## src/rtl/idc_pkg.sv

```systemverilog
// Shared widths and the decoded-instruction record for the dual-issue controller.
// Assumes 2**IDC_UNIT_W >= IDC_NUM_UNITS.
package idc_pkg;
    parameter int IDC_REG_W     = 3;
    parameter int IDC_UNIT_W    = 2;
    parameter int IDC_NUM_UNITS = 3;
    parameter int IDC_NREGS     = 1 << IDC_REG_W;

    typedef struct packed {
        logic [IDC_UNIT_W-1:0] unit;
        logic [IDC_REG_W-1:0]  src;
        logic [IDC_REG_W-1:0]  dst;
        logic                  wr;
    } idc_instr_t;
endpackage

```

## src/rtl/idc_scoreboard.sv

```systemverilog
// Pending-write scoreboard: one bit per register, set by issue, cleared by writeback.
// Assumes a set and a clear of the same register in one cycle means a new write (set wins).
module idc_scoreboard #(
    parameter int REG_W = idc_pkg::IDC_REG_W,
    localparam int NREGS = 1 << REG_W
) (
    input  logic             clk,
    input  logic             rst_n,
    input  logic             flush,
    input  logic             set0_en,
    input  logic [REG_W-1:0] set0_idx,
    input  logic             set1_en,
    input  logic [REG_W-1:0] set1_idx,
    input  logic             clr_en,
    input  logic [REG_W-1:0] clr_idx,
    output logic [NREGS-1:0] pending
);
    logic [NREGS-1:0] pend_d;

    // Per-register next value: keep unless cleared, then apply the issue sets.
    for (genvar g = 0; g < NREGS; g++) begin : g_bit
        always_comb begin
            pend_d[g] = (pending[g] && !(clr_en && clr_idx == REG_W'(g)))
                      || (set0_en && set0_idx == REG_W'(g))
                      || (set1_en && set1_idx == REG_W'(g));
        end
    end

    // State update with reset and flush clearing every mark.
    always_ff @(posedge clk) begin
        if (!rst_n || flush) pending <= '0;
        else                 pending <= pend_d;
    end

    assert_mark_set_R7: assert property (@(posedge clk) disable iff (!rst_n)
        (set0_en && !flush) |=> pending[$past(set0_idx)]);

    assert_flush_clears_R9: assert property (@(posedge clk) disable iff (!rst_n)
        flush |=> (pending == '0));
endmodule

```

## src/rtl/idc_slot_check.sv

```systemverilog
// Readiness of one slot: valid, legal and free unit, no pending source or destination.
// Assumes unit codes at or above NUM_UNITS are treated as permanently busy.
module idc_slot_check
    import idc_pkg::*;
#(
    parameter int NUM_UNITS = IDC_NUM_UNITS,
    localparam int CODES = 1 << IDC_UNIT_W,
    localparam int PAD = CODES - NUM_UNITS
) (
    input  logic                 vld,
    input  idc_instr_t           ins,
    input  logic [NUM_UNITS-1:0] busy,
    input  logic [IDC_NREGS-1:0] pend,
    output logic                 ready
);
    logic [CODES-1:0] busy_ext;

    // Widen the busy vector so every code indexes a defined bit.
    always_comb begin
        busy_ext = {{PAD{1'b1}}, busy};
    end

    // Slot may go when its unit is free and no hazard on its registers.
    always_comb begin
        ready = vld && !busy_ext[ins.unit] && !pend[ins.src]
             && !(ins.wr && pend[ins.dst]);
    end
endmodule

```

## src/rtl/idc_pair_reg.sv

```systemverilog
// Holds the current instruction pair; loads a new pair on request, retires slots as they issue.
// Assumes load is only requested when every valid slot issues this cycle.
module idc_pair_reg
    import idc_pkg::*;
(
    input  logic       clk,
    input  logic       rst_n,
    input  logic       flush,
    input  logic       load,
    input  logic       new_aligned,
    input  idc_instr_t new0,
    input  idc_instr_t new1,
    input  logic       took0,
    input  logic       took1,
    output logic       v0,
    output logic       v1,
    output logic       aligned_q,
    output idc_instr_t s0,
    output idc_instr_t s1
);
    // Valid flags: cleared by reset or flush, set by a load, dropped on issue.
    always_ff @(posedge clk) begin
        if (!rst_n || flush) begin
            v0 <= 1'b0;
            v1 <= 1'b0;
        end else if (load) begin
            v0 <= 1'b1;
            v1 <= 1'b1;
        end else begin
            v0 <= v0 && !took0;
            v1 <= v1 && !took1;
        end
    end

    // Payload: captured only when a new pair is accepted.
    always_ff @(posedge clk) begin
        if (!rst_n) begin
            s0        <= '0;
            s1        <= '0;
            aligned_q <= 1'b0;
        end else if (load && !flush) begin
            s0        <= new0;
            s1        <= new1;
            aligned_q <= new_aligned;
        end
    end
endmodule

```

## src/rtl/idc_dual_issue.sv

```systemverilog
// In-order dual-issue controller. Decides per cycle whether zero, one or two held
// instructions issue, and when to request the next pair from the fetch buffer.
// Assumes unit codes below IDC_NUM_UNITS and writebacks only for pending registers.
module idc_dual_issue
    import idc_pkg::*;
(
    input  logic                     clk,
    input  logic                     rst_n,
    input  logic                     flush,
    input  logic                     fb_valid,
    input  logic                     fb_aligned,
    input  logic [IDC_UNIT_W-1:0]    fb_unit0,
    input  logic [IDC_REG_W-1:0]     fb_src0,
    input  logic [IDC_REG_W-1:0]     fb_dst0,
    input  logic                     fb_wr0,
    input  logic [IDC_UNIT_W-1:0]    fb_unit1,
    input  logic [IDC_REG_W-1:0]     fb_src1,
    input  logic [IDC_REG_W-1:0]     fb_dst1,
    input  logic                     fb_wr1,
    input  logic [IDC_NUM_UNITS-1:0] unit_busy,
    input  logic                     wb_valid,
    input  logic [IDC_REG_W-1:0]     wb_reg,
    output logic                     issue0,
    output logic                     issue1,
    output logic [IDC_UNIT_W-1:0]    issue_unit0,
    output logic [IDC_UNIT_W-1:0]    issue_unit1,
    output logic                     fb_advance
);
    localparam int SLOTS = 2;

    idc_instr_t             new_ins [SLOTS];
    idc_instr_t             held    [SLOTS];
    logic       [SLOTS-1:0] held_v;
    logic       [SLOTS-1:0] rdy;
    logic                   aligned_q;
    logic [IDC_NREGS-1:0]   pending;
    logic                   intra_dep;
    logic                   pair_ok;
    logic                   load;

    // Pack the fetch-buffer fields into instruction records.
    always_comb begin
        new_ins[0] = '{unit: fb_unit0, src: fb_src0, dst: fb_dst0, wr: fb_wr0};
        new_ins[1] = '{unit: fb_unit1, src: fb_src1, dst: fb_dst1, wr: fb_wr1};
    end

    idc_pair_reg u_pair (
        .clk        (clk),
        .rst_n      (rst_n),
        .flush      (flush),
        .load       (load),
        .new_aligned(fb_aligned),
        .new0       (new_ins[0]),
        .new1       (new_ins[1]),
        .took0      (issue0),
        .took1      (issue1),
        .v0         (held_v[0]),
        .v1         (held_v[1]),
        .aligned_q  (aligned_q),
        .s0         (held[0]),
        .s1         (held[1])
    );

    for (genvar g = 0; g < SLOTS; g++) begin : g_slot
        idc_slot_check #(.NUM_UNITS(IDC_NUM_UNITS)) u_chk (
            .vld  (held_v[g]),
            .ins  (held[g]),
            .busy (unit_busy),
            .pend (pending),
            .ready(rdy[g])
        );
    end

    idc_scoreboard #(.REG_W(IDC_REG_W)) u_sb (
        .clk     (clk),
        .rst_n   (rst_n),
        .flush   (flush),
        .set0_en (issue0 && held[0].wr),
        .set0_idx(held[0].dst),
        .set1_en (issue1 && held[1].wr),
        .set1_idx(held[1].dst),
        .clr_en  (wb_valid),
        .clr_idx (wb_reg),
        .pending (pending)
    );

    // Dependencies inside the pair that forbid issuing both together.
    always_comb begin
        intra_dep = held[0].wr && ((held[0].dst == held[1].src)
                 || (held[1].wr && held[0].dst == held[1].dst));
        pair_ok   = aligned_q && rdy[0] && !intra_dep
                 && (held[0].unit != held[1].unit);
    end

    // Issue strobes: slot 1 goes alone only once slot 0 has left.
    always_comb begin
        issue0 = !flush && rdy[0];
        issue1 = !flush && rdy[1] && (!held_v[0] || pair_ok);
    end

    // Request a new pair when the held one empties this cycle.
    always_comb begin
        fb_advance  = !flush && (!held_v[0] || issue0) && (!held_v[1] || issue1);
        load        = fb_advance && fb_valid;
        issue_unit0 = held[0].unit;
        issue_unit1 = held[1].unit;
    end

    assert_in_order_R2: assert property (@(posedge clk) disable iff (!rst_n)
        (issue1 && held_v[0]) |-> issue0);

    assert_distinct_units_R3: assert property (@(posedge clk) disable iff (!rst_n)
        (issue0 && issue1) |-> (issue_unit0 != issue_unit1));

    assert_dual_needs_alignment_R4: assert property (@(posedge clk) disable iff (!rst_n)
        (issue0 && issue1) |-> aligned_q);

    assert_partial_holds_R5: assert property (@(posedge clk) disable iff (!rst_n)
        (issue0 && held_v[1] && !issue1) |=> (held_v[1] && !held_v[0]));

    assert_flush_quiet_R9: assert property (@(posedge clk) disable iff (!rst_n)
        flush |-> (!issue0 && !issue1 && !fb_advance));

    assert_flush_empties_R9: assert property (@(posedge clk) disable iff (!rst_n)
        flush |=> (held_v == '0));
endmodule

```

## config.mk

```make
export PLATFORM = sky130hd
export DESIGN_NAME = idc_dual_issue
export DESIGN_NICKNAME = d
export VERILOG_FILES = /design/src/rtl/idc_pkg.sv /design/src/rtl/idc_scoreboard.sv /design/src/rtl/idc_slot_check.sv /design/src/rtl/idc_pair_reg.sv /design/src/rtl/idc_dual_issue.sv
export SDC_FILE = /design/constraint.sdc
export NUM_CORES = 1
export LEC_CHECK = 0
export BUFFER_PORTS_ARGS = -buffer_cell sky130_fd_sc_hd__buf_2
export CAP_MARGIN = 10
export CORE_MARGIN = 2
export CORE_UTILIZATION = 59
export CTS_CLUSTER_DIAMETER = 100
export DETAILED_ROUTE_END_ITERATION = 16
export PLACE_DENSITY = 0.89
export SYNTH_ARGS = -nofsm -noshare
export SYNTH_HDL_FRONTEND = slang
export SYNTH_SLANG_ARGS = --single-unit
```

## constraint.sdc

```tcl
create_clock -name clk -period 3.6 [get_ports clk]
set_input_delay 0.18 -clock clk [delete_from_list [all_inputs] [get_ports clk]]
set_output_delay 0.18 -clock clk [all_outputs]
set_load 0.01 [all_outputs]
```

==> PnR_summary.wiki, run 1 <==
{| class="wikitable"
! Metric !! Value
|-
| Number of buffers inserted by post-CTS setup repair || 0
|-
| Power Density || 313.6 nW/um^2
|-
| Unrepaired setup endpoints after global routing || false
|-
| Clock root buffer || sky130_fd_sc_hd__clkbuf_4
|-
| Fraction of synthesized cell area taken by the top area cell type || 30.59%
|-
| Yosys top cell by area || sky130_fd_sc_hd__dfxtp_1
|-
| Worst Max-Slew Pin Slew || 646.7 ps
|-
| Async set-reset flop share out of synthesis || 0%
|-
| Number of DRC violations after detailed-routing iteration 0 || 136
|-
| Number of cells on the worst reg-to-reg path || 7
|-
| Clock tree skew after final layout || 7.092 ps
|-
| Half-perimeter wire length after placement || 3204 um
|-
| End of the worst register-to-register path || u_pair.s1[2]$_SDFFE_PN0P_
|-
| Part of the power in combinational logic || 15.6%
|-
| Startpoint of the most critical hold path || fb_unit0[1]
|-
| Startpoint of the most critical register-to-register path || u_pair.s0[1]$_SDFFE_PN0P_
|-
| Vias in the first global route || 1,496
|-
| Mapped Nets || 242
|-
| Final standard cell count with taps included and fillers excluded || 279
|-
| Critical path fanouts, max || 11
|-
| Clock network fraction of total power || 29.5%
|-
| Weighted congestion reported at the end of routability-driven placement || 1.021
|-
| Relative max-transition margin || 56.88%
|-
| Number of cell rows || 20
|-
| Commonest non-fill, non-tap cell in the layout || sky130_fd_sc_hd__nand2_1
|-
| Largest net degree at the start of global routing || 41
|-
| CTS tree || built
|-
| Chip width || 60.72 um
|-
| Final-report hold violation count || 0
|-
| Ant. Diodes || 0
|-
| Remaining design rule violation count || 0
|-
| Remaining Overflow, GRT || 0
|-
| Remaining number of nets flagged by the antenna check after routing || 0
|-
| Setup-violating endpoint count in the final report || 0
|-
| Global-route wire length before repair || 6982 um
|-
| Cell-internal power || 457.1 uW
|-
| Min Clock Period, post-route || 2921 ps
|-
| Max VDD drop || 0.1881 mV
|-
| Number of nets at the end of the flow || 264
|-
| Synthesized area per cell || 8.953 um^2
|-
| Yosys warning count || 0
|-
| Via count || 1,705
|-
| Number of filler cells placed in the layout || 269
|-
| Buffers on Ports || 36
|-
| Seq cells post-synth || 29
|-
| Clock Path Buffers || 2
|-
| Vias per cell || 6.111
|-
| Max Fclk || 342.4 MHz
|-
| Post-synthesis cell count || 212
|-
| Cells on Worst Hold Path || 3
|-
| Skew-Pair Late Insertion Delay || 340 ps
|-
| Nature of the critical path endpoint || primary output
|-
| Number of I/O pins || 37
|-
| Commonest cells after routing, fill and taps aside || sky130_fd_sc_hd__nand2_1 (43), sky130_fd_sc_hd__buf_2 (36), sky130_fd_sc_hd__dfxtp_1 (29), sky130_fd_sc_hd__mux2i_1 (28), sky130_fd_sc_hd__nand2b_1 (6)
|-
| Number of flops mapped to enable cells by yosys || 0
|-
| Post-cts hold buffer count || 0
|-
| Overall die area || 3687 um^2
|-
| Arr. time, crit path || 2740 ps
|-
| Die Height || 60.72 um
|-
| Area of the placeable core || 3053 um^2
|-
| Sw Pwr || 191.9 uW
|-
| Switching share of power || 29.57%
|-
| FF-to-FF setup slack || 1060 ps
|-
| Effective utilization at floorplan || 62.17%
|-
| PostCTS Resize Cnt || 0
|-
| Hold path endpoint || u_pair.s0[8]$_SDFFE_PN0P_
|-
| Total global routing track utilization || 25.91%
|-
| Pins over their slew limit || 0
|-
| Area contributors post-synth || sky130_fd_sc_hd__dfxtp_1 (31%), sky130_fd_sc_hd__mux2i_1 (15%), sky130_fd_sc_hd__nand2_1 (8.5%)
|-
| P&R area growth vs syn || 9.031%
|-
| Post-Route Setup TNS || 0 ps
|-
| Clock sinks || 29
|-
| Clock buffer count from CTS || 5
|-
| Number of distinct standard cells referenced by the synthesized netlist || 48
|-
| Number of antenna violations at the first check in global routing || 0
|-
| Power share of the sequential group || 54.9%
|-
| Class of the worst hold path || primary input to flip-flop
|-
| Portion of the clock cycle consumed by the worst path in the final layout || 81.14%
|-
| Path type of the worst setup path || flip-flop to primary output
|-
| 1st-pass router iterations || 4
|-
| Maximum level of the CTS H-tree || 2
|-
| LEAKAGE || 0.0007706 uW
|-
| Fraction of layout cells with a size suffix above 1 || 25.11%
|-
| Data required time of the critical path || 3420 ps
|-
| Wire length per cell after detailed routing || 15.12 um
|-
| Primary flip-flop cell chosen by synthesis mapping || sky130_fd_sc_hd__dfxtp_1
|-
| Clock-pin transition on the worst setup and hold timing paths || 90 ps
|-
| Setup crit start kind || flip-flop
|-
| Max-cap violation count || 0
|-
| Post-placement cell count || 271
|-
| Status || finished clean
|-
| Total wire length after detailed routing || 4219 um
|-
| Sequential element share of the synthesized area || 30.59%
|-
| Mapped cell area || 1898 um^2
|}
worst max-delay path: stages, from the launching register on:
cell,delay (ps)
sky130_fd_sc_hd__dfxtp_1,540
sky130_fd_sc_hd__mux4_2,560
sky130_fd_sc_hd__o22ai_2,170
sky130_fd_sc_hd__o221ai_2,190
sky130_fd_sc_hd__o21ai_0,220
sky130_fd_sc_hd__nand2b_1,250
sky130_fd_sc_hd__a211oi_1,300
sky130_fd_sc_hd__buf_2,170
final cells by class:
| class | instances | area [um^2] | share of cell area, % |
|---|---|---|---|
| Timing Repair Buffer | 37 | 187.7 | 9.069 |
| Inverter | 4 | 15.01 | 0.7255 |
| Clock buffer | 6 | 41.29 | 1.995 |
| Tap cell | 44 | 55.05 | 2.660 |
| Sequential cell | 29 | 580.6 | 28.05 |
| Clock inverter | 2 | 10.01 | 0.4837 |
| Multi-Input combinational cell | 157 | 1180 | 57.01 |
power by group through the flow:
stage | Sequential, uW | Combinational (uW) | Clock [uW]
3_5_place_dp | 364 | 101 | 0
6_report | 356 | 101 | 191
3_3_place_gp | 363 | 98.5 | 0
4_1_cts | 356 | 102 | 195
5_1_grt | 359 | 112 | 214
2_1_floorplan | 348 | 87.3 | 0
registers in the layout, indices dropped and copies added (netlist names):
register          flops
u_sb.pending          8
u_pair.v1             1
u_pair.aligned_q      1
u_pair.s1             9
u_pair.s0             9
u_pair.v0             1
kinds of logic after synthesis:
group	after synthesis	share of synthesized area, %
xor+xnor	8	3.692
flops	29	30.59
mux	35	21.29
compound gates	34	14.44
buf+inv	26	7.844
simple gates	80	22.15
stage by stage:
| stage | area, um^2 | setup slack (ps) | power (uW) | hold slack, ps | util [%] |
|---|---|---|---|---|---|
| floorplan | 1898 | 1367 | 435.2 | 322.1 | - |
| global placement | 2018 | 1111 | 461.3 | 428.0 | 66.11 |
| detailed placement | 2018 | 1061 | 464.8 | 432.7 | 66.11 |
| CTS | 2069 | 676.9 | 652.5 | 70.15 | 67.79 |
| global route | 2069 | 489.3 | 684.9 | 61.68 | 67.79 |
| finish | 2069 | 679.0 | 649.0 | 73.03 | 67.79 |
how the worst max path moves through the flow:
stage / slack [ps] / depth (start not counted) / start / endpoint
final: 680 / 7 / u_pair.s0[1]$_SDFFE_PN0P_ / fb_advance
after global routing: 490 / 7 / u_pair.s0[1]$_SDFFE_PN0P_ / fb_advance
after CTS: 680 / 7 / u_pair.s0[1]$_SDFFE_PN0P_ / fb_advance
after detailed placement: 1060 / 7 / u_pair.s0[1]$_SDFFE_PN0P_ / fb_advance
after global placement: 1110 / 7 / u_pair.s0[1]$_SDFFE_PN0P_ / u_pair.s1[7]$_SDFFE_PN0P_
after floorplan: 1370 / 7 / u_pair.s1[1]$_SDFFE_PN0P_ / fb_advance
routing by layer:
metal	vias up	track usage, %	routed length [um]
met2	73	41.94	2007
li1	810	-	-
met4	0	9.006	63
met1	812	32.36	1813
met5	-	0	0
met3	10	8.742	334
synth_stat cells (2+ instances only):
| master | instances |
|---|---|
| sky130_fd_sc_hd__a211oi_1 | 2 |
| sky130_fd_sc_hd__a21oi_1 | 2 |
| sky130_fd_sc_hd__a22oi_1 | 4 |
| sky130_fd_sc_hd__a32oi_1 | 4 |
| sky130_fd_sc_hd__and3_1 | 2 |
| sky130_fd_sc_hd__buf_2 | 4 |
| sky130_fd_sc_hd__buf_4 | 4 |
| sky130_fd_sc_hd__buf_6 | 2 |
| sky130_fd_sc_hd__clkbuf_1 | 11 |
| sky130_fd_sc_hd__dfxtp_1 | 29 |
| sky130_fd_sc_hd__inv_1 | 4 |
| sky130_fd_sc_hd__mux2_2 | 3 |
| sky130_fd_sc_hd__mux2i_1 | 28 |
| sky130_fd_sc_hd__mux4_2 | 4 |
| sky130_fd_sc_hd__nand2_1 | 43 |
| sky130_fd_sc_hd__nand2b_1 | 6 |
| sky130_fd_sc_hd__nand3_1 | 2 |
| sky130_fd_sc_hd__nand3b_1 | 3 |
| sky130_fd_sc_hd__nand4_1 | 3 |
| sky130_fd_sc_hd__nand4b_1 | 2 |
| sky130_fd_sc_hd__nor2_1 | 2 |
| sky130_fd_sc_hd__nor2b_1 | 3 |
| sky130_fd_sc_hd__nor3b_1 | 3 |
| sky130_fd_sc_hd__nor4b_1 | 2 |
| sky130_fd_sc_hd__o21ai_0 | 3 |
| sky130_fd_sc_hd__o22ai_1 | 4 |
| sky130_fd_sc_hd__o31ai_1 | 4 |
| sky130_fd_sc_hd__or3_1 | 3 |
| sky130_fd_sc_hd__xnor2_1 | 3 |
| sky130_fd_sc_hd__xor2_1 | 5 |
Note: power is estimated with default switching activity, not from simulation.
==> inputs of run 2 (changes only) <==
- CORE_UTILIZATION: 59 -> 50
- PLACE_DENSITY: 0.89 -> 0.81
- clock period: 3.6 -> 2.6 ns (I/O delays scaled with it)
==> run 2 against run 1 <==
  * Non-clock buffer count up 5
  * Via count grew 0.94%
  * Highest routed layer unchanged
  * Clock power rose to 2.5 times the previous value
  * Core utilization fell by 7.9 points
  * Global-route usage down 2.7 points
  * Routed wire length increased by 4.7%
  * Critical endpoint unchanged
  * Total power up 73%
==> PnR_summary.wiki, run 2 (synthesized netlist as in run 1, its figures left out) <==
{| class="wikitable"
! Metric !! Value
|-
| Max-cap violation count || 0 (unchanged)
|-
| Clock Path Buffers || 2 (unchanged)
|-
| Worst Max-Slew Pin Slew || 570.9 ps (was 646.7 ps)
|-
| Overall die area || 4305 um^2 (was 3687 um^2)
|-
| 1st-pass router iterations || 4 (unchanged)
|-
| Critical path fanouts, max || 8 (was 11)
|-
| Min Clock Period, post-route || 2393 ps
|-
| CTS tree || built (unchanged)
|-
| Path type of the worst setup path || flip-flop to primary output (unchanged)
|-
| Total wire length after detailed routing || 4418 um (was 4219 um)
|-
| Sum of buffers and inverters on the critical path || 1 (unchanged)
|-
| Skew-Pair Late Insertion Delay || 280 ps (was 340 ps)
|-
| Portion of the clock cycle consumed by the worst path in the final layout || 92.03%
|-
| Power Density || 512.5 nW/um^2 (was 313.6 nW/um^2)
|-
| Weighted congestion reported at the end of routability-driven placement || 0.8681 (was 1.021)
|-
| Status || finished clean (unchanged)
|-
| Remaining Overflow, GRT || 0 (unchanged)
|-
| Class of the worst hold path || primary input to flip-flop (unchanged)
|-
| Remaining design rule violation count || 0 (unchanged)
|-
| Fraction of layout cells with a size suffix above 1 || 27.08% (was 25.11%)
|-
| Remaining number of nets flagged by the antenna check after routing || 0 (unchanged)
|-
| Clock tree skew after final layout || 6.862 ps (was 7.092 ps)
|-
| Clock root buffer || sky130_fd_sc_hd__clkbuf_8 (was sky130_fd_sc_hd__clkbuf_4)
|-
| Clock buffer count from CTS || 5 (unchanged)
|-
| Die Height || 65.61 um (was 60.72 um)
|-
| Ant. Diodes || 0 (unchanged)
|-
| Nature of the critical path endpoint || primary output (unchanged)
|-
| Number of antenna violations at the first check in global routing || 0 (unchanged)
|-
| CP max stage delay || 530 ps (was 560 ps)
|-
| Largest net degree at the start of global routing || 33 (was 41)
|-
| Vias in the first global route || 1,552 (was 1,496)
|-
| Number of DRC violations after detailed-routing iteration 0 || 195 (was 136)
|-
| Total global routing track utilization || 23.25% (was 25.91%)
|-
| Vias per cell || 5.976 (was 6.111)
|-
| Commonest non-fill, non-tap cell in the layout || sky130_fd_sc_hd__nand2_1 (unchanged)
|-
| Final Total Pwr || 1123 uW (was 649.0 uW)
|-
| Leading registers by flop count || u_pair.s0 x9, u_pair.s1 x9, u_sb.pending x8 (unchanged)
|-
| Max Fclk || 417.9 MHz
|-
| Crit-path leading delay family || compound AO/OA/AOI/OAI gates (unchanged)
|-
| Number of nets at the end of the flow || 269 (was 264)
|-
| Wire length per cell after detailed routing || 15.34 um (was 15.12 um)
|-
| Half-perimeter wire length after placement || 3231 um (was 3204 um)
|-
| Commonest cells after routing, fill and taps aside || sky130_fd_sc_hd__nand2_1 (43), sky130_fd_sc_hd__buf_2 (36), sky130_fd_sc_hd__mux2i_1 (28), sky130_fd_sc_hd__dfxtp_1 (28) (was sky130_fd_sc_hd__nand2_1 (43), sky130_fd_sc_hd__buf_2 (36), sky130_fd_sc_hd__dfxtp_1 (29), sky130_fd_sc_hd__mux2i_1 (28), sky130_fd_sc_hd__nand2b_1 (6))
|-
| Max VDD drop || 0.4211 mV (was 0.1881 mV)
|-
| Area of the placeable core || 3661 um^2 (was 3053 um^2)
|-
| Worst-path cell chain || mux2_2 -> o21ai_0 -> o211ai_2 -> nand2b_1 -> a211oi_1 -> buf_2 (was mux4_2 -> o22ai_2 -> o221ai_2 -> o21ai_0 -> nand2b_1 -> a211oi_1 -> buf_2)
|-
| LEAKAGE || 0.0008259 uW (was 0.0007706 uW)
|-
| Final-report hold violation count || 0 (unchanged)
|-
| Buffers on Ports || 36 (unchanged)
|-
| Global-route wire length before repair || 7472 um (was 6982 um)
|-
| Effective utilization at floorplan || 51.85% (was 62.17%)
|-
| Crit path max-delay cell type || sky130_fd_sc_hd__dfxtp_1 (was sky130_fd_sc_hd__mux4_2)
|-
| Via count || 1,721 (was 1,705)
|-
| Relative max-transition margin || 61.86% (was 56.88%)
|-
| Unrepaired setup endpoints after global routing || false (unchanged)
|-
| P&R area growth vs syn || 15.43% (was 9.031%)
|-
| Number of cell rows || 22 (was 20)
|-
| Post-Route Setup TNS || 0 ps (unchanged)
|-
| Clock sinks || 29 (unchanged)
|-
| Arr. time, crit path || 2260 ps (was 2740 ps)
|-
| Maximum level of the CTS H-tree || 2 (unchanged)
|-
| Data required time of the critical path || 2470 ps (was 3420 ps)
|-
| Clock-pin transition on the worst setup and hold timing paths || 60 ps (was 90 ps)
|-
| Post-cts hold buffer count || 0 (unchanged)
|-
| Setup crit start kind || flip-flop (unchanged)
|-
| Number of I/O pins || 37 (unchanged)
|-
| Chip width || 65.61 um (was 60.72 um)
|-
| Pins over their slew limit || 0 (unchanged)
|-
| Setup-violating endpoint count in the final report || 0 (unchanged)
|}
[run 2: cell types whose count changed in the layout (fill, tap and decap cells not counted), sizes merged]
cell	previous run	this run
buf	37	42
bufinv	0	1
clkbuf	6	7
clkinv	2	0
[run 2: cell type report]
class | count | area, um^2
fill | 331 | 1470
multi-input combinational | 157 | 1180
sequential | 29 | 581.8
timing repair buffer | 42 | 237.7
clock buffer | 7 | 86.33
tap | 48 | 60.06
clock inverter | 1 | 30.03
inverter | 4 | 15.01
[run 2: layer usage]
layer,up-vias,global-route usage [%],wire (um)
li1,826,-,-
met1,811,32.26,1960
met2,78,34.57,2038
met3,6,5.822,355
met4,0,9.115,63
met5,-,0,0
[run 2: path summary, 6_finish.rpt]
path / start / end / slack [ps] / cells after the start
worst max-delay path: u_pair.s1[2]$_SDFFE_PN0P_ / fb_advance / 210 / 6
worst min-delay path: fb_unit0[1] / u_pair.s0[8]$_SDFFE_PN0P_ / 90 / 3
worst min register to register: u_pair.aligned_q$_SDFFE_PN0P_ / u_pair.aligned_q$_SDFFE_PN0P_ / 470 / 2
worst max register to register: u_pair.s0[2]$_SDFFE_PN0P_ / u_pair.s1[0]$_SDFFE_PN0P_ / 370 / 7
[run 2: power breakdown]
part	switching, uW	total (uW)	internal [uW]
clock	169	481	312
sequential	28.8	491	462
combinational	75.6	151	75.5
total	273	1120	850
[run 2: metrics by stage]
stage / std cells / cell area [um^2] / hold WS, ps / utilization [%] / setup WS (ps)
after CTS: 288 / 2190 / 80.55 / 59.81 / 113.5
final: 288 / 2191 / 86.22 / 59.84 / 207.1
after global placement: 280 / 2073 / 380.1 / 56.63 / 410.1
after global routing: 288 / 2191 / 90.83 / 59.84 / 43.96
after floorplan: 212 / 1898 / 272.1 / - / 393.6
after detailed placement: 280 / 2073 / 382.3 / 56.63 / 306.4
[run 2: worst register-to-register path: cells and delay by family (launching register included)]
family | cells | cell delay, ps
flops | 1 | 400
buf+inv | 1 | 220
compound gates | 4 | 970
mux | 2 | 560
[run 2: timing repair]
action	4_1_cts	5_1_grt
setup endpoints to repair	0	1
gates resized for setup	0	1
buffers inserted	0	0
==> inputs of run 3 (changes only) <==
- CORE_UTILIZATION: 50 -> 49
- PLACE_DENSITY: 0.81 -> 0.8
- SYNTH_HIERARCHICAL: unset -> 1
==> run 3 against run 2 <==
  * The run now ends with setup timing left
  * First-iteration DRC count down 31%
  * Routed wire length up 3.5%
  * Non-clock buffer count up 18
  * Critical path type is now flip-flop to flip-flop
  * Critical endpoint is now u_pair/s0[2]$_SDFFE_PN0P_
==> PnR_summary.wiki, run 3 <==
{| class="wikitable"
! Metric !! Value
|-
| Violations in the final reports || setup timing
|-
| Final Total Pwr || 883.5 uW (was 1123 uW)
|-
| Top cells by instance count after synthesis || sky130_fd_sc_hd__nand2_1 (44), sky130_fd_sc_hd__dfxtp_1 (29), sky130_fd_sc_hd__mux2i_1 (23) (was sky130_fd_sc_hd__nand2_1 (43), sky130_fd_sc_hd__dfxtp_1 (29), sky130_fd_sc_hd__mux2i_1 (28))
|-
| Post-synthesis cell count || 199 (was 212)
|-
| LEAKAGE || 0.0009014 uW (was 0.0008259 uW)
|-
| Min Clock Period, post-route || 2840 ps (was 2393 ps)
|-
| Arr. time, crit path || 3110 ps (was 2260 ps)
|-
| Chip width || 64.45 um (was 65.61 um)
|-
| Effective utilization at floorplan || 52.42% (was 51.85%)
|-
| Remaining design rule violation count || 0 (unchanged)
|-
| Area of combinational cells with multiple inputs || 1177 um^2 (was 1180 um^2)
|-
| Number of filler cells placed in the layout || 258 (was 331)
|-
| Commonest non-fill, non-tap cell in the layout || sky130_fd_sc_hd__nand2_1 (unchanged)
|-
| Yosys top cell by area || sky130_fd_sc_hd__dfxtp_1 (unchanged)
|-
| Maximum level of the CTS H-tree || 2 (unchanged)
|-
| Async set-reset flop share out of synthesis || 0% (unchanged)
|-
| Wire length per cell after detailed routing || 14.94 um (was 15.34 um)
|-
| Power Density || 382.9 nW/um^2 (was 512.5 nW/um^2)
|-
| Weighted congestion reported at the end of routability-driven placement || 0.9156 (was 0.8681)
|-
| Remaining Overflow, GRT || 0 (unchanged)
|-
| Unrepaired setup endpoints after global routing || true (was false)
|-
| Worst Max-Slew Pin Slew || 367.4 ps (was 570.9 ps)
|-
| Final-report hold violation count || 0 (unchanged)
|-
| Area contributors post-synth || sky130_fd_sc_hd__dfxtp_1 (32%), sky130_fd_sc_hd__mux2i_1 (13%), sky130_fd_sc_hd__nand2_1 (9.2%) (was sky130_fd_sc_hd__dfxtp_1 (31%), sky130_fd_sc_hd__mux2i_1 (15%), sky130_fd_sc_hd__nand2_1 (8.5%))
|-
| Yosys warning count || 6 (was 0)
|-
| Max VDD drop || 0.2584 mV (was 0.4211 mV)
|-
| Path type of the worst setup path || flip-flop to flip-flop (was flip-flop to primary output)
|-
| 1st-pass router iterations || 4 (unchanged)
|-
| Final cell utilization of the core || 67.55% (was 59.84%)
|-
| Class of the worst hold path || primary input to flip-flop (unchanged)
|-
| Total wire length after detailed routing || 4571 um (was 4418 um)
|-
| Portion of the clock cycle consumed by the worst path in the final layout || 109.2% (was 92.03%)
|-
| Clock root buffer || sky130_fd_sc_hd__clkbuf_4 (was sky130_fd_sc_hd__clkbuf_8)
|-
| Remaining number of nets flagged by the antenna check after routing || 0 (unchanged)
|-
| Nature of the critical path endpoint || flip-flop (was primary output)
|-
| Number of nets at the end of the flow || 289 (was 269)
|-
| Relative max-transition margin || 74.87% (was 61.86%)
|-
| Via count || 1,728 (was 1,721)
|-
| Mapped Nets || 229 (was 242)
|-
| Dpl cell area || 2110 um^2 (was 2073 um^2)
|-
| Most common cell in the synthesized netlist || sky130_fd_sc_hd__nand2_1 (unchanged)
|-
| Sequential element share of the synthesized area || 32.42% (was 30.59%)
|-
| Least setup slack across all paths after layout || -239.6 ps (was 207.1 ps)
|-
| Post-cts hold buffer count || 0 (unchanged)
|-
| Leading registers by flop count || u_pair/s0 x9, u_pair/s1 x9, u_sb/pending x8 (was u_pair.s0 x9, u_pair.s1 x9, u_sb.pending x8)
|-
| P&R area growth vs syn || 28.86% (was 15.43%)
|-
| Number of flops mapped to enable cells by yosys || 0 (unchanged)
|-
| Synthesized area per cell || 8.997 um^2 (was 8.953 um^2)
|-
| Clock sinks || 29 (unchanged)
|-
| Total global routing track utilization || 22.61% (was 23.25%)
|-
| Number of DRC violations after detailed-routing iteration 0 || 134 (was 195)
|-
| Vias in the first global route || 1,635 (was 1,552)
|-
| Number of I/O pins || 37 (unchanged)
|-
| CTS tree || built (unchanged)
|-
| Data required time of the critical path || 2870 ps (was 2470 ps)
|-
| Critical path fanouts, max || 6 (was 8)
|-
| Status || finished with violations (was finished clean)
|-
| Number of distinct standard cells referenced by the synthesized netlist || 38 (was 48)
|-
| Seq cells post-synth || 29 (unchanged)
|-
| Setup-violating endpoint count in the final report || 29 (was 0)
|-
| Half-perimeter wire length after placement || 3067 um (was 3231 um)
|-
| Skew-Pair Late Insertion Delay || 340 ps (was 280 ps)
|-
| Non-Filler Cell Area, Final || 2307 um^2 (was 2191 um^2)
|-
| Commonest cells after routing, fill and taps aside || sky130_fd_sc_hd__nand2_1 (44), sky130_fd_sc_hd__buf_2 (36), sky130_fd_sc_hd__dfxtp_1 (26), sky130_fd_sc_hd__mux2i_1 (22), sky130_fd_sc_hd__buf_4 (19) (was sky130_fd_sc_hd__nand2_1 (43), sky130_fd_sc_hd__buf_2 (36), sky130_fd_sc_hd__mux2i_1 (28), sky130_fd_sc_hd__dfxtp_1 (28))
|-
| Overall die area || 4154 um^2 (was 4305 um^2)
|-
| Ant. Diodes || 0 (unchanged)
|-
| Number of cell rows || 21 (was 22)
|-
| Vias per cell || 5.647 (was 5.976)
|-
| Number of antenna violations at the first check in global routing || 0 (unchanged)
|-
| Max-cap violation count || 0 (unchanged)
|-
| Buffers on Ports || 36 (unchanged)
|-
| Largest net degree at the start of global routing || 25 (was 33)
|-
| Global-route wire length before repair || 7210 um (was 7472 um)
|-
| Primary flip-flop cell chosen by synthesis mapping || sky130_fd_sc_hd__dfxtp_1 (unchanged)
|-
| Placement Setup Slack || -131.4 ps (was 306.4 ps)
|-
| Clock buffer count from CTS || 5 (unchanged)
|-
| Clock Path Buffers || 2 (unchanged)
|-
| Mapped cell area || 1790 um^2 (was 1898 um^2)
|-
| Die Height || 64.45 um (was 65.61 um)
|-
| Clock-pin transition on the worst setup and hold timing paths || 100 ps (was 60 ps)
|-
| Clock tree skew after final layout || 11.85 ps (was 6.862 ps)
|-
| Fraction of layout cells with a size suffix above 1 || 34.62% (was 27.08%)
|-
| Post-Route Setup TNS || -5790 ps (was 0 ps)
|-
| Fraction of synthesized cell area taken by the top area cell type || 32.42% (was 30.59%)
|-
| Pins over their slew limit || 0 (unchanged)
|-
| Setup crit start kind || flip-flop (unchanged)
|-
| Area of the placeable core || 3416 um^2 (was 3661 um^2)
|-
| Max Fclk || 352.2 MHz (was 417.9 MHz)
|-
| Register Area || 589.3 um^2 (was 581.8 um^2)
|}
-- run 3: cell types whose count changed in the layout (fill, tap and decap cells not counted), sizes merged, moves of 4 or more --
| cell | change |
|---|---|
| nor2b | +7 |
| nand2b | +6 |
| a21oi | +4 |
| buf | +18 |
| a31oi | +8 |
| nand3 | +5 |
| mux2i | -5 |
-- run 3: routing by layer --
metal / part of all wire (%) / GRT usage, %
met1: 42 / 28.31
met2: 46 / 35.94
met3: 8.4 / 6.771
met4: 3.7 / 10.11
met5: 0 / 0
-- run 3: metrics by stage --
step,cells,hold WS [ps]
after floorplan,199,261.5
after global placement,291,370.4
after detailed placement,291,382.6
after CTS,308,8.822
after global routing,306,2.283
final,306,14.78
-- run 3: cell type report --
class	instances	share of cell area, %
clock inverters	3	0.7592
repair buffers	60	17.90
clock buffers	5	1.627
flip-flops and latches	29	25.54
well taps	46	2.495
inverters	4	0.6508
multi-input cells	159	51.03
-- run 3: critical path: stages, from the launching register on --
cell and delay, ps:
sky130_fd_sc_hd__dfxtp_4 380, sky130_fd_sc_hd__mux4_2 500, sky130_fd_sc_hd__mux2i_2 200, sky130_fd_sc_hd__nand3_1 130, sky130_fd_sc_hd__a31oi_2 180, sky130_fd_sc_hd__nor2b_4 190, sky130_fd_sc_hd__o2111ai_2 100, sky130_fd_sc_hd__a41o_1 290
sky130_fd_sc_hd__o2bb2ai_2 170, sky130_fd_sc_hd__nor2b_4 200, sky130_fd_sc_hd__buf_12 130, sky130_fd_sc_hd__buf_12 120, sky130_fd_sc_hd__mux2i_1 170
-- run 3: what timing repair did --
| item | in CTS | in global routing |
|---|---|---|
| endpoints found under the setup margin | 27 | 31 |
| setup buffers | 8 | 1 |
| gates cloned | 1 | 0 |
| pin swaps | 4 | 3 |
| resized for setup | 6 | 9 |
-- run 3: final timing paths --
| check | start | to | slack (ps) | depth (start not counted) |
|---|---|---|---|---|
| min reg2reg | u_pair/aligned_q$_SDFFE_PN0P_ | u_pair/aligned_q$_SDFFE_PN0P_ | 490 | 2 |
| min | fb_src0[1] | u_pair/s0[5]$_SDFFE_PN0P_ | 10 | 3 |
| max reg2reg | u_pair/s0[4]$_SDFFE_PN0P_ | u_pair/s0[2]$_SDFFE_PN0P_ | -240 | 12 |
| max | u_pair/s0[4]$_SDFFE_PN0P_ | u_pair/s0[2]$_SDFFE_PN0P_ | -240 | 12 |
-- run 3: logic make-up after synthesis --
family	count (synthesis)	share of synthesized area, %
flops	29	32.43
buf+inv	11	4.611
mux	31	22.50
simple gates	83	22.99
compound gates	37	13.56
xor+xnor	8	3.913
-- run 3: report_power, final --
part	total [uW]	switching, uW	internal [uW]	leakage [uW]
Combinational	147	72.5	74.2	0.000633
Sequential	468	13.8	454	0.000237
Clock	269	167	102	0.0000310
Total	883	253	630	0.000901
